$ cat src/rtl/msi_ring_pkg.sv
package msi_ring_pkg;
  localparam int CODE_W      = 2;
  localparam int ENTRY_BYTES = 16;
  localparam int REG_AW      = 3;

  localparam logic [REG_AW-1:0] A_CTRL    = 3'd0;
  localparam logic [REG_AW-1:0] A_BASE_HI = 3'd3;
  localparam logic [REG_AW-1:0] A_BASE_LO = 3'd4;
  localparam logic [REG_AW-1:0] A_RD_OFF  = 3'd5;
  localparam logic [REG_AW-1:0] A_WR_OFF  = 3'd6;

  localparam int B_EN   = 0;
  localparam int B_FLAG = 1;
  localparam int B_IE   = 3;
  localparam int B_STOP = 4;
  localparam int B_CODE = 8;
  localparam int B_OVF  = 31;

  typedef struct packed {
    logic              en;
    logic              flag_en;
    logic              irq_en;
    logic              stop_full;
    logic [CODE_W-1:0] code;
  } cfg_t;

  // byte mask that keeps an offset inside the ring and on a record boundary
  function automatic logic [31:0] ring_mask(input logic [CODE_W-1:0] code, input int min_shift);
    logic [31:0] size;
    size = 32'd1 << (min_shift + int'(code));
    return (size - 32'd1) & ~32'(ENTRY_BYTES - 1);
  endfunction

  function automatic logic [31:0] ring_next(input logic [31:0] off, input logic [31:0] mask);
    return (off + 32'(ENTRY_BYTES)) & mask;
  endfunction
endpackage

$ cat src/rtl/msi_ring_regs.sv
module msi_ring_regs
  import msi_ring_pkg::*;
#(
  parameter int REG_W  = 32,
  parameter int OFF_W  = 18,
  parameter int ADDR_W = 64
) (
  input  logic              clk,
  input  logic              rst_n,
  input  logic              reg_wr,
  input  logic [REG_AW-1:0] reg_addr,
  input  logic [REG_W-1:0]  reg_wdata,
  input  logic [OFF_W-1:0]  rd_off,
  input  logic [OFF_W-1:0]  wr_off,
  input  logic              ovf_set,
  output cfg_t              cfg,
  output logic [ADDR_W-1:0] base,
  output logic              ovf,
  output logic              ptr_clear,
  output logic              rd_load,
  output logic [REG_W-1:0]  reg_rdata
);
  logic ctrl_wr, base_wr, ovf_clr;

  assign ctrl_wr   = reg_wr && (reg_addr == A_CTRL);
  assign base_wr   = reg_wr && ((reg_addr == A_BASE_HI) || (reg_addr == A_BASE_LO));
  assign ovf_clr   = ctrl_wr && reg_wdata[B_OVF];
  assign rd_load   = reg_wr && (reg_addr == A_RD_OFF);
  assign ptr_clear = base_wr || (ctrl_wr && (reg_wdata[B_CODE +: CODE_W] != cfg.code));

  always_ff @(posedge clk or negedge rst_n) begin
    if (!rst_n) begin
      cfg  <= '0;
      base <= '0;
      ovf  <= 1'b0;
    end else begin
      if (ctrl_wr) begin
        cfg.en        <= reg_wdata[B_EN];
        cfg.flag_en   <= reg_wdata[B_FLAG];
        cfg.irq_en    <= reg_wdata[B_IE];
        cfg.stop_full <= reg_wdata[B_STOP];
        cfg.code      <= reg_wdata[B_CODE +: CODE_W];
      end
      if (reg_wr && reg_addr == A_BASE_HI) base[ADDR_W-1:REG_W] <= reg_wdata;
      if (reg_wr && reg_addr == A_BASE_LO) base[REG_W-1:0]      <= reg_wdata;
      // a drop in the same cycle as a clear wins
      ovf <= (ovf && !ovf_clr) || ovf_set;
    end
  end

  always_comb begin
    reg_rdata = '0;
    case (reg_addr)
      A_CTRL: begin
        reg_rdata[B_EN]               = cfg.en;
        reg_rdata[B_FLAG]             = cfg.flag_en;
        reg_rdata[B_IE]               = cfg.irq_en;
        reg_rdata[B_STOP]             = cfg.stop_full;
        reg_rdata[B_CODE +: CODE_W]   = cfg.code;
        reg_rdata[B_OVF]              = ovf;
      end
      A_BASE_HI: reg_rdata = base[ADDR_W-1:REG_W];
      A_BASE_LO: reg_rdata = base[REG_W-1:0];
      A_RD_OFF:  reg_rdata = REG_W'(rd_off);
      A_WR_OFF:  reg_rdata = REG_W'(wr_off);
      default:   reg_rdata = '0;
    endcase
  end
endmodule

$ cat src/rtl/msi_ring_ptrs.sv
module msi_ring_ptrs
  import msi_ring_pkg::*;
#(
  parameter int MIN_SHIFT = 15,
  parameter int OFF_W     = 18,
  parameter int REG_W     = 32
) (
  input  logic              clk,
  input  logic              rst_n,
  input  logic [CODE_W-1:0] code,
  input  logic              ptr_clear,
  input  logic              rd_load,
  input  logic [REG_W-1:0]  rd_load_val,
  input  logic              advance,
  output logic [OFF_W-1:0]  rd_off,
  output logic [OFF_W-1:0]  wr_off,
  output logic [OFF_W-1:0]  mask,
  output logic              full,
  output logic              pending
);
  logic [OFF_W-1:0] wr_next;

  assign mask    = OFF_W'(ring_mask(code, MIN_SHIFT));
  assign wr_next = OFF_W'(ring_next(32'(wr_off), 32'(mask)));
  assign full    = (wr_next == rd_off);
  assign pending = (rd_off != wr_off);

  always_ff @(posedge clk or negedge rst_n) begin
    if (!rst_n) begin
      rd_off <= '0;
      wr_off <= '0;
    end else if (ptr_clear) begin
      rd_off <= '0;
      wr_off <= '0;
    end else begin
      if (rd_load) rd_off <= OFF_W'(rd_load_val) & mask;
      if (advance) wr_off <= wr_next;
    end
  end
endmodule

$ cat src/rtl/msi_ring_writer.sv
module msi_ring_writer #(
  parameter int MSG_W   = 32,
  parameter int ADDR_W  = 64,
  parameter int OFF_W   = 18,
  parameter int ENTRY_W = 128
) (
  input  logic               clk,
  input  logic               rst_n,
  input  logic               en,
  input  logic               stop_full,
  input  logic               full,
  input  logic [ADDR_W-1:0]  base,
  input  logic [OFF_W-1:0]   wr_off,
  input  logic               msg_valid,
  input  logic [MSG_W-1:0]   msg_data,
  output logic               msg_ready,
  output logic               msg_acc,
  output logic               msg_drop,
  output logic               mem_req_valid,
  output logic [ADDR_W-1:0]  mem_req_addr,
  output logic [ENTRY_W-1:0] mem_req_data,
  input  logic               mem_req_ready,
  output logic               mem_fire
);
  logic             busy;
  logic [MSG_W-1:0] held;

  assign msg_ready     = en && !busy && !(full && stop_full);
  assign msg_acc       = msg_valid && msg_ready;
  assign msg_drop      = msg_acc && full;
  assign mem_req_valid = busy;
  assign mem_fire      = busy && mem_req_ready;
  assign mem_req_addr  = base + ADDR_W'(wr_off);
  assign mem_req_data  = ENTRY_W'(held);

  always_ff @(posedge clk or negedge rst_n) begin
    if (!rst_n) begin
      busy <= 1'b0;
      held <= '0;
    end else begin
      if (mem_fire) busy <= 1'b0;
      if (msg_acc && !full) begin
        busy <= 1'b1;
        held <= msg_data;
      end
    end
  end
endmodule

$ cat src/rtl/msi_ring_ctrl.sv
module msi_ring_ctrl
  import msi_ring_pkg::*;
#(
  parameter  int MIN_SHIFT = 15,
  parameter  int MSG_W     = 32,
  parameter  int REG_W     = 32,
  localparam int ADDR_W    = 2 * REG_W,
  localparam int ENTRY_W   = ENTRY_BYTES * 8
) (
  input  logic               clk,
  input  logic               rst_n,
  input  logic               reg_wr,
  input  logic [REG_AW-1:0]  reg_addr,
  input  logic [REG_W-1:0]   reg_wdata,
  output logic [REG_W-1:0]   reg_rdata,
  input  logic               msg_valid,
  input  logic [MSG_W-1:0]   msg_data,
  output logic               msg_ready,
  output logic               mem_req_valid,
  output logic [ADDR_W-1:0]  mem_req_addr,
  output logic [ENTRY_W-1:0] mem_req_data,
  input  logic               mem_req_ready,
  output logic               irq
);
  localparam int OFF_W = MIN_SHIFT + (1 << CODE_W) - 1;

  cfg_t              cfg;
  logic [ADDR_W-1:0] base;
  logic [OFF_W-1:0]  rd_off, wr_off, ring_mask_w;
  logic              ovf, ovf_set, ptr_clear, rd_load;
  logic              full, pending, msg_acc, msg_drop, mem_fire;

  assign ovf_set = msg_drop && cfg.flag_en;
  assign irq     = cfg.en && cfg.irq_en && pending;

  msi_ring_regs #(.REG_W(REG_W), .OFF_W(OFF_W), .ADDR_W(ADDR_W)) u_regs (
    .clk(clk), .rst_n(rst_n), .reg_wr(reg_wr), .reg_addr(reg_addr), .reg_wdata(reg_wdata),
    .rd_off(rd_off), .wr_off(wr_off), .ovf_set(ovf_set), .cfg(cfg), .base(base), .ovf(ovf),
    .ptr_clear(ptr_clear), .rd_load(rd_load), .reg_rdata(reg_rdata)
  );

  msi_ring_ptrs #(.MIN_SHIFT(MIN_SHIFT), .OFF_W(OFF_W), .REG_W(REG_W)) u_ptrs (
    .clk(clk), .rst_n(rst_n), .code(cfg.code), .ptr_clear(ptr_clear), .rd_load(rd_load),
    .rd_load_val(reg_wdata), .advance(mem_fire), .rd_off(rd_off), .wr_off(wr_off),
    .mask(ring_mask_w), .full(full), .pending(pending)
  );

  msi_ring_writer #(.MSG_W(MSG_W), .ADDR_W(ADDR_W), .OFF_W(OFF_W), .ENTRY_W(ENTRY_W)) u_writer (
    .clk(clk), .rst_n(rst_n), .en(cfg.en), .stop_full(cfg.stop_full), .full(full),
    .base(base), .wr_off(wr_off), .msg_valid(msg_valid), .msg_data(msg_data),
    .msg_ready(msg_ready), .msg_acc(msg_acc), .msg_drop(msg_drop),
    .mem_req_valid(mem_req_valid), .mem_req_addr(mem_req_addr), .mem_req_data(mem_req_data),
    .mem_req_ready(mem_req_ready), .mem_fire(mem_fire)
  );
endmodule

$ cat config.mk
export PLATFORM = sky130hd
export DESIGN_NAME = msi_ring_ctrl
export DESIGN_NICKNAME = d
export VERILOG_FILES = /design/src/rtl/msi_ring_pkg.sv /design/src/rtl/msi_ring_regs.sv /design/src/rtl/msi_ring_ptrs.sv /design/src/rtl/msi_ring_writer.sv /design/src/rtl/msi_ring_ctrl.sv
export SDC_FILE = /design/constraint.sdc
export NUM_CORES = 1
export LEC_CHECK = 0
export BUFFER_PORTS_ARGS = -buffer_cell sky130_fd_sc_hd__buf_2
export CORE_ASPECT_RATIO = 0.9
export CORE_MARGIN = 4
export CORE_UTILIZATION = 52
export DETAILED_ROUTE_END_ITERATION = 8
export MAX_ROUTING_LAYER = met4
export PLACE_DENSITY = 0.82
export SETUP_SLACK_MARGIN = 0.2
export SYNTH_ARGS = -nofsm -noshare
export SYNTH_HDL_FRONTEND = slang
export SYNTH_SLANG_ARGS = --single-unit
$ cat constraint.sdc
create_clock -name clk -period 3.9 [get_ports clk]
set_input_delay 0 -clock clk [delete_from_list [all_inputs] [get_ports clk]]
set_output_delay 0 -clock clk [all_outputs]
set_load 0.01 [all_outputs]
==> results of run 1 <==
==> final timing paths <==
| kind | end | slack (ns) | depth (start not counted) |
|---|---|---|---|
| min in group asynchronous | u_regs.base[0]$_DFFE_PN0P_ | 0.22 | 3 |
| max in group asynchronous | u_ptrs.wr_off[7]$_DFFE_PN0P_ | 3.10 | 3 |
| setup reg to reg | u_writer.held[28]$_DFFE_PN0P_ | 0.54 | 8 |
| hold / removal | u_regs.ovf$_DFF_PN0_ | 0.21 | 3 |
| hold reg to reg | u_writer.held[11]$_DFFE_PN0P_ | 0.49 | 1 |
| setup / recovery | mem_req_addr[63] | 0.40 | 8 |
==> metal layers <==
layer  vias up  wire [um]  track usage (%)
met2       456      12900             44.1
li1       3609          -                -
met4         0        755             10.4
met5         -          0                -
met1      3951      11200             36.3
met3        67       2390             5.82
==> cells in the final DEF (no fill, tap or decap), types with 4 or more instances in the layout <==
cell type / n
a211oi_1: 6
a21o_1: 12
a21oi_1: 58
a221oi_1: 4
a22o_1: 25
a22oi_1: 5
and2_1: 9
and3_1: 14
and4_1: 6
buf_2: 201
buf_4: 10
clkbuf_16: 17
clkinv_4: 4
conb_1: 96
dfrtp_1: 131
dlygate4sd3_1: 66
ha_1: 15
inv_1: 17
mux2_1: 29
mux2_2: 73
mux2i_1: 14
nand2_1: 66
nand3_1: 32
nand3b_1: 5
nand4_1: 20
nor2_1: 39
nor2b_1: 9
nor3_1: 16
nor4_1: 4
o21a_1: 6
o21ai_0: 25
xnor2_1: 50
xor2_1: 37
==> registers in the layout, summed over array words and instances (netlist names) <==
| name | cells |
|---|---|
| u_regs.base | 64 |
| u_writer.held | 32 |
| u_ptrs.rd_off | 14 |
| u_ptrs.wr_off | 14 |
| u_regs.cfg | 6 |
| u_regs.ovf | 1 |
| u_writer.mem_req_valid | 1 |
==> cell type report <==
class	instances	area [um2]	area share [%]
Multi-Input combinational cell	728	5050	45.6
Sequential cell	132	3300	29.9
Timing Repair Buffer	279	1780	16.1
Clock buffer	20	447	4.04
Tap cell	235	294	2.66
Clock inverter	12	123	1.11
Inverter	18	67.6	0.611
==> what timing repair did <==
item	in CTS	in global routing
hold buffers	66	0
hold endpoints to repair	250	0
endpoints found under the setup margin	0	36
gates resized for setup	0	5
==> worst max-delay path, cell delays in order, from the launching register on <==
cell and delay (ns):
dfrtp_1 0.52, ha_1 0.40, a21oi_1 0.10, nand2b_1 0.18, o21ai_0 0.62, a31o_4 0.47
nor4b_1 0.43, xor2_1 0.19, buf_2 0.15
==> stage by stage <==
| stage | instance area, um2 | instances | hold WS (ns) |
|---|---|---|---|
| 2_1_floorplan | 9410 | 1037 | -0.296 |
| 3_3_place_gp | 9820 | 1326 | 0.176 |
| 3_5_place_dp | 9820 | 1326 | 0.187 |
| 4_1_cts | 11000 | 1424 | 0.179 |
| 5_1_grt | 11100 | 1424 | 0.216 |
| 6_report | 11100 | 1424 | 0.209 |
==> where the power goes <==
group          switching, uW  total (uW)  internal (uW)
Combinational           1050        1950            896
Clock                    659        1570            906
Sequential               414        2150           1730
Total                   2120        5660           3540
==> kinds of logic after synthesis <==
kind of cell / after synthesis
AND/OR/NAND/NOR: 242
multiplexers: 116
AO/OA/AOI/OAI: 170
other: 1
adder cells (fa/ha/maj): 17
flip-flops: 132
XOR/XNOR: 87
buffers and inverters: 177
==> results by group, run 1 <==
Clock network
  – Post CTS Setup Buffer Count: 0
  – Root Driver: clkbuf_16
  – CTS clk-pin slew, worst paths: 0.06 ns
  – CTS tree: done
  – Clk buf depth: 2
  – Sink Count: 132
  – Total CTS buffers: 17
  – Clock Latency Late Sink: 0.43 ns
  – Max H-tree Level: 4

Power
  – Total power: 5660 uW
  – Pwr Density: 511 nW/um2
  – Leakage power: 0.00517 uW
  – Worst IR drop on VDD: 0.482 mV

Synthesis
  – Synth warn: 0
  – Post-synth EDFFs: 0
  – #FFs+latches synth: 132
  – Post-synthesis cell count: 942
  – XOR/XNOR Fraction of Synth Area: 8.42%
  – Compound-Gate Fraction of Synth Area: 12.6%
  – Syn Area/Cell: 9.61 um2
  – Main combinational cell family by area after synthesis: multiplexers
  – Synth Area in Adders: 2.43%
  – Simple-gate share of the synthesized area: 13.8%
  – Synth unique cells: 66
  – Yosys top cell area share: 36.5%
  – Most frequent cells after synthesis: dfrtp_1, buf_4, mux2_2
  – Dominant synthesized flop cell: dfrtp_1
  – Yosys top cell by area: dfrtp_1
  – Cell area after synthesis: 9050 um2
  – Sequential cell area fraction in the yosys report: 36.5%
  – Top-count cell post-synth: dfrtp_1
  – Area contributors post-synth: dfrtp_1, mux2_2, buf_4
  – Post-synth ARST share: 100%
  – Mux contribution to synthesized area: 14.2%

Global route
  – Largest net degree at the start of global routing: 133
  – Grt ovf: 0
  – Total track usage: 28.1%
  – Vias in the first global route: 7946
  – First-pass GRT wire length: 43100 um
  – Antenna violations before repair: 0

Critical path
  – Crit end category: output pin
  – CP Data Required Time: 3.90 ns
  – Crit path launch type: register
  – R2r startpoint: u_ptrs.wr_off[10]$_DFFE_PN0P_
  – Arr. time, crit path: 3.50 ns
  – Critical path class: reg -> out
  – Critical Path Source: u_ptrs.wr_off[6]$_DFFE_PN0P_
  – Highest fanout seen on the critical path: 23

Place
  – Worst slack, placed: 0.438 ns
  – Detailed placer's ending HPWL: 18900 um
  – Routability cong.: 0.971
  – I/O Buffers: 202

Detailed routing
  – Vias: 8083
  – Pre-antenna DRT Iters: 6
  – Starting DRC count in detailed routing: 660
  – Remaining antenna violation count: 0
  – Post-route DRC: 0
  – Via density: 5.68
  – Final wirelength: 27300 um
  – Post-detailed-route wirelength per cell: 19.2 um

Die
  – Die width: 147 um
  – Core region area: 17000 um2
  – Std cell rows: 45
  – Die Height: 133 um
  – Starting Density: 53.2%
  – IO Count: 299
  – Die area: 19600 um2

Outcome
  – Status: finished clean

Finish
  – Layout cell share with drive strength beyond 1: 27.8%
  – Diode count: 0
  – Area Growth Syn to Fin: 22.3%
  – Finished Core Util: 65.1%
  – Nets: 1265
  – Filler Cell Count: 1299

STA
  – Final Hold Viols: 0
  – Max-slew headroom: 24.9%
  – Final Critical Period: 3.50 ns
  – Max Slew Vio Count: 0
  – Final setup TNS: 0 ns
  – Unrepaired setup endpoints after global routing: false
  – Final setup fails: 0
  – Worst Slack Setup Final: 0.399 ns
  – Fmax: 286 MHz
  – Final period utilization: 89.8%
  – Layout Skew: 0.0122 ns
  – Pin slew with the least headroom to its limit: 1.13 ns

Run
  – Max-Cap Viols: 0

Worst hold path
  – HP Start: msg_valid
  – Worst hold path type: in -> reg
Power figures use the tool's default switching activity.
==> run 2, diff against run 1 <==
--- a/config.mk
+++ b/config.mk
@@ -6,7 +6,7 @@
 export NUM_CORES = 1
 export LEC_CHECK = 0
 export BUFFER_PORTS_ARGS = -buffer_cell sky130_fd_sc_hd__buf_2
-export CORE_ASPECT_RATIO = 0.9
+export CORE_ASPECT_RATIO = 1.1
 export CORE_MARGIN = 4
 export CORE_UTILIZATION = 52
 export DETAILED_ROUTE_END_ITERATION = 8
==> results by group, run 2 (synthesized netlist as in run 1, its figures left out) <==
Critical path
  – Critical path class: reg -> out
  – Crit path launch type: register
  – Highest fanout seen on the critical path: 23
  – Arr. time, crit path: 3.64 ns
  – CP Data Required Time: 3.90 ns
  – Crit end category: output pin

Place
  – DP Area: 9790 um2
  – Routability cong.: 0.917
  – Detailed placer's ending HPWL: 19500 um
  – I/O Buffers: 202

Global route
  – Grt ovf: 0
  – Antenna violations before repair: 0
  – Total track usage: 29.9%
  – Largest net degree at the start of global routing: 64
  – Vias in the first global route: 8166
  – First-pass GRT wire length: 45000 um

Detailed routing
  – Routed met2 length: 14300 um
  – Post-route DRC: 0
  – Starting DRC count in detailed routing: 652
  – Metal-1 WL: 10900 um
  – Remaining antenna violation count: 0
  – Max Used Layer: met4
  – Via density: 5.79
  – Post-detailed-route wirelength per cell: 20.3 um
  – Pre-antenna DRT Iters: 7
  – Vias: 8237
  – Routed wl met3: 2190 um
  – Final wirelength: 28900 um

Finish
  – Area Growth Syn to Fin: 22.5%
  – Commonest non-fill, non-tap cells in the layout: buf_2, dfrtp_1, conb_1, mux2_2
  – Nets: 1266
  – Top reg by flops: u_regs.base
  – Number of flip-flops in the largest register: 64
  – Top Registers: u_regs.base: 64 flops, u_writer.held: 32 flops
  – Commonest non-fill, non-tap cell in the layout: buf_2
  – Filler Cell Count: 1309
  – Fin area: 11100 um2
  – Diode count: 0
  – Layout cell share with drive strength beyond 1: 27.8%

STA
  – Final Hold Viols: 0
  – Layout Skew: 0.0151 ns
  – Pin slew with the least headroom to its limit: 1.11 ns
  – Max Slew Vio Count: 0
  – Fmax: 275 MHz
  – Final period utilization: 93.3%
  – Final Critical Period: 3.64 ns
  – Final setup TNS: 0 ns
  – Max-slew headroom: 25.7%
  – Unrepaired setup endpoints after global routing: true
  – Final setup fails: 0

Power
  – Sw Share: 36.9%
  – Internal: 3690 uW
  – Worst IR drop on VDD: 0.437 mV
  – Seq pwr share: 37.1%
  – Pwr Density: 527 nW/um2
  – Clock power frac: 29.0%
  – Leakage power: 0.00518 uW
  – Comb power frac: 33.9%
  – P_sw: 2160 uW

Clock network
  – Max H-tree Level: 4
  – Total CTS buffers: 17
  – CTS tree: done
  – Sink Count: 132
  – Clk buf depth: 2
  – Root Driver: clkbuf_16
  – Post CTS Setup Buffer Count: 0
  – CTS clk-pin slew, worst paths: 0.06 ns
  – Clock Latency Late Sink: 0.43 ns

Die
  – Std cell rows: 50
  – Die Height: 146 um
  – Die area: 19600 um2
  – Core region area: 17100 um2
  – IO Count: 299
  – Starting Density: 53.0%
  – Die width: 134 um

Outcome
  – Status: finished clean

Run
  – Max-Cap Viols: 0

Worst hold path
  – Worst hold path type: in -> async
==> run 2: cell count changes in the layout (fill, tap and decap cells not counted), sizes merged <==
cell / before / now
bufinv: 1 / 3
clkinv: 6 / 2
inv: 21 / 19
clkinvlp: 2 / 5
buf: 213 / 214
==> run 2: timing repair <==
action	CTS	global route
resized for setup	0	3
setup endpoints to repair	0	4
hold buffers	66	0
endpoints found under the hold margin	179	0
==> run 2: worst paths after layout <==
kind	slack (ns)	depth (start not counted)	start	endpoint
min reg2reg	0.49	1	u_writer.held[8]$_DFFE_PN0P_	u_writer.held[8]$_DFFE_PN0P_
max reg2reg	0.45	9	u_ptrs.wr_off[4]$_DFFE_PN0P_	u_writer.held[16]$_DFFE_PN0P_
max	0.26	12	u_ptrs.wr_off[4]$_DFFE_PN0P_	mem_req_addr[58]
min in group clk	0.23	4	reg_wr	u_regs.ovf$_DFF_PN0_
max in group asynchronous	2.68	3	rst_n	u_ptrs.wr_off[16]$_DFFE_PN0P_
min	0.21	2	rst_n	u_regs.cfg[5]$_DFFE_PN0P_
==> run 2: critical path, cell delays in order, from the launching register on <==
cell and delay, ns:
dfrtp_1 0.55, ha_1 0.31, inv_1 0.08, fa_1 0.41, nor2b_1 0.11, o21ai_0 0.11
a21oi_1 0.18, o31a_1 0.24, o21ai_1 0.09, buf_4 0.24, a2111oi_1 0.48, xnor2_1 0.20
buf_2 0.18
==> run 2: layer usage <==
metal	global-route usage, %	vias up
met1	36.0	3980
met4	14.7	0
met5	-	-
met3	4.93	124
li1	-	3617
met2	48.8	516
==> run 2: per-stage QoR <==
stage,power (uW),hold slack [ns],instances,setup slack (ns),util [%]
4_1_cts,5740,0.169,1423,0.323,64.8
6_report,5850,0.208,1423,0.262,64.9
3_5_place_dp,4010,0.143,1326,0.601,57.3
3_3_place_gp,3950,0.141,1326,0.636,57.3
5_1_grt,6100,0.236,1423,0.120,64.9
2_1_floorplan,3290,-0.296,1037,1.02,-
==> run 2: layout make-up <==
cell class | count | area (um2) | area share, %
repair buffers | 280 | 1760 | 15.9
clock buffers | 20 | 467 | 4.21
multi-input cells | 728 | 5040 | 45.5
inverters | 18 | 67.6 | 0.609
clock inverters | 11 | 150 | 1.35
flip-flops and latches | 132 | 3300 | 29.8
well taps | 234 | 293 | 2.64
==> run 2: power by group through the flow <==
stage | Sequential [uW] | Combinational (uW) | Clock [uW]
finish | 2170 | 1980 | 1690
global route | 2200 | 2140 | 1760
CTS | 2130 | 1940 | 1680
detailed placement | 2140 | 1870 | 0
global placement | 2120 | 1830 | 0
floorplan | 2080 | 1210 | 0
==> run 3, diff against run 2 <==
--- a/config.mk
+++ b/config.mk
@@ -12,6 +12,8 @@
 export DETAILED_ROUTE_END_ITERATION = 8
 export MAX_ROUTING_LAYER = met4
 export PLACE_DENSITY = 0.82
+export RECOVER_POWER = 50
+export REMOVE_ABC_BUFFERS = 1
 export SETUP_SLACK_MARGIN = 0.2
 export SYNTH_ARGS = -nofsm -noshare
 export SYNTH_HDL_FRONTEND = slang
==> results by group, run 3 (synthesized netlist as in run 1, its figures left out) <==
Outcome
  – Status: finished with violations
  – Failing checks: capacitance limit, slew limit

Finish
  – Top reg by flops: u_regs.base
  – Diode count: 0
  – Layout cell share with drive strength beyond 1: 24.7%
  – Commonest non-fill, non-tap cells in the layout: buf_2, dfrtp_1, conb_1, mux2_2
  – Number of flip-flops in the largest register: 64
  – Nets: 1271
  – Filler Cell Count: 1348
  – Area Growth Syn to Fin: 22.2%
  – Commonest non-fill, non-tap cell in the layout: buf_2
  – Top Registers: u_regs.base: 64 flops, u_writer.held: 32 flops
  – Finished Core Util: 64.8%
  – Fin area: 11100 um2
  – Register Area: 3300 um2
  – Area of the multi-input gates: 5030 um2

Critical path
  – Worst-path cell chain: ha_1 > nor2b_1 > o21ai_0 > a21oi_1 > o31a_1 > o21ai_1 > buf_4 > a21oi_1 > xor2_1 > buf_2
  – Crit path largest cell delay: 0.59 ns
  – Arr. time, crit path: 3.54 ns
  – Crit end category: output pin
  – CP Data Required Time: 3.90 ns
  – Critical path class: reg -> out
  – Worst path slowest cell: dfrtp_1
  – Highest fanout seen on the critical path: 11
  – Worst path most repeated cell: a21oi_1
  – Crit path launch type: register

STA
  – Final Hold Viols: 0
  – Unrepaired setup endpoints after global routing: false
  – Fmax: 283 MHz
  – Layout Skew: 0.00947 ns
  – Final period utilization: 90.7%
  – Pin slew with the least headroom to its limit: 2.64 ns
  – Final setup TNS: 0 ns
  – Max-slew headroom: -76.3%
  – Max Slew Vio Count: 131
  – Worst Slack Setup Final: 0.362 ns
  – Final setup fails: 0
  – Final Critical Period: 3.54 ns

Place
  – Detailed placer's ending HPWL: 19600 um
  – I/O Buffers: 202
  – DP Area: 9830 um2
  – Worst slack, placed: 0.463 ns
  – Routability cong.: 0.930

Clock network
  – CTS tree: done
  – Clock Latency Late Sink: 0.42 ns
  – Total CTS buffers: 17
  – Max H-tree Level: 4
  – Sink Count: 132
  – Post CTS Setup Buffer Count: 0
  – Clk buf depth: 2
  – CTS clk-pin slew, worst paths: 0.06 ns
  – Root Driver: clkbuf_16

Power
  – Leakage power: 0.00510 uW
  – Comb power frac: 33.1%
  – Clock power frac: 29.5%
  – Worst IR drop on VDD: 0.470 mV
  – Internal: 3630 uW
  – P_sw: 2110 uW
  – Seq pwr share: 37.4%
  – Sw Share: 36.8%
  – Pwr Density: 519 nW/um2

Global route
  – Total track usage: 29.2%
  – GR peak layer: met2
  – Largest net degree at the start of global routing: 104
  – Vias in the first global route: 7951
  – Grt ovf: 0
  – Antenna violations before repair: 0
  – M2 GR Usage: 47.7%
  – Met3 GRT Util: 6.27%
  – Met1 Usage GRT: 36.0%
  – First-pass GRT wire length: 44100 um

Die
  – IO Count: 299
  – Starting Density: 53.0%
  – Die width: 134 um
  – Die Height: 146 um
  – Core region area: 17100 um2
  – Die area: 19600 um2
  – Std cell rows: 50

Detailed routing
  – Starting DRC count in detailed routing: 655
  – Remaining antenna violation count: 0
  – Post-detailed-route wirelength per cell: 19.7 um
  – Pre-antenna DRT Iters: 6
  – Final wirelength: 28100 um
  – Post-route DRC: 0
  – Vias: 8101
  – Via density: 5.67

Run
  – Max-Cap Viols: 2

Worst hold path
  – Worst hold path type: in -> reg
[run 3: cell types whose count changed in the layout (fill, tap and decap cells not counted), moves of 2 or more]
| cell | before | now |
|---|---|---|
| clkbuf_1 | 0 | 41 |
| buf_2 | 201 | 162 |
| clkinv_4 | 0 | 4 |
| clkinvlp_4 | 5 | 1 |
| clkbuf_2 | 0 | 2 |
[run 3: stage by stage]
| step | hold WS [ns] | std cells | total power (uW) |
|---|---|---|---|
| after floorplan | -0.296 | 878 | 3160 |
| after global placement | 0.171 | 1331 | 3950 |
| after detailed placement | 0.187 | 1331 | 4000 |
| after CTS | 0.133 | 1429 | 5760 |
| after global routing | 0.143 | 1429 | 6030 |
| final | 0.161 | 1429 | 5740 |
[run 3: routing by layer]
metal	part of all wire [%]	wire, um
met1	39	11000
met2	49	13900
met3	8.5	2390
met4	3.1	871
met5	0	0
[run 3: layout make-up]
cell class / instances / area share (%)
multi-input combinational: 728 / 45.5
sequential: 132 / 29.9
timing repair buffer: 285 / 15.7
inverter: 18 / 0.611
tap: 234 / 2.65
clock buffer: 19 / 4.10
clock inverter: 13 / 1.55
[run 3: path summary, 6_finish.rpt]
path,from,endpoint,slack [ns],cells past startpoint
setup / recovery,u_ptrs.wr_off[6]$_DFFE_PN0P_,mem_req_addr[24],0.36,10
hold / removal,reg_wr,u_regs.cfg[0]$_DFFE_PN0P_,0.16,3
setup reg to reg,u_ptrs.wr_off[10]$_DFFE_PN0P_,u_writer.held[18]$_DFFE_PN0P_,0.43,8
hold reg to reg,u_writer.held[14]$_DFFE_PN0P_,u_writer.held[14]$_DFFE_PN0P_,0.50,1
max in group asynchronous,rst_n,u_writer.held[25]$_DFFE_PN0P_,1.11,3
min in group asynchronous,rst_n,u_regs.base[13]$_DFFE_PN0P_,0.92,2
[run 3: repair_timing]
action	in CTS	in global routing
endpoints found under the setup margin	0	5
hold endpoints to repair	220	0
hold buffers	66	0
gates resized for setup	0	2
[run 3: power groups by stage]
stage               Sequential, uW  Combinational (uW)  Clock [uW]
floorplan                     2130                1040           0
CTS                           2120                1930        1710
finish                        2140                1900        1690
detailed placement            2130                1870           0
global route                  2190                2060        1780
global placement              2110                1830           0
[run 3: critical path, delay by kind of cell, from the launching register on]
kind / cells / cell delay (ns)
DFF: 1 / 0.59
adders and majority gates: 1 / 0.36
xor gates and xnor gates: 1 / 0.23
AOI/OAI and AO/OA: 5 / 1.31
buffers and inverters: 2 / 0.47
and+or+nand+nor: 1 / 0.16
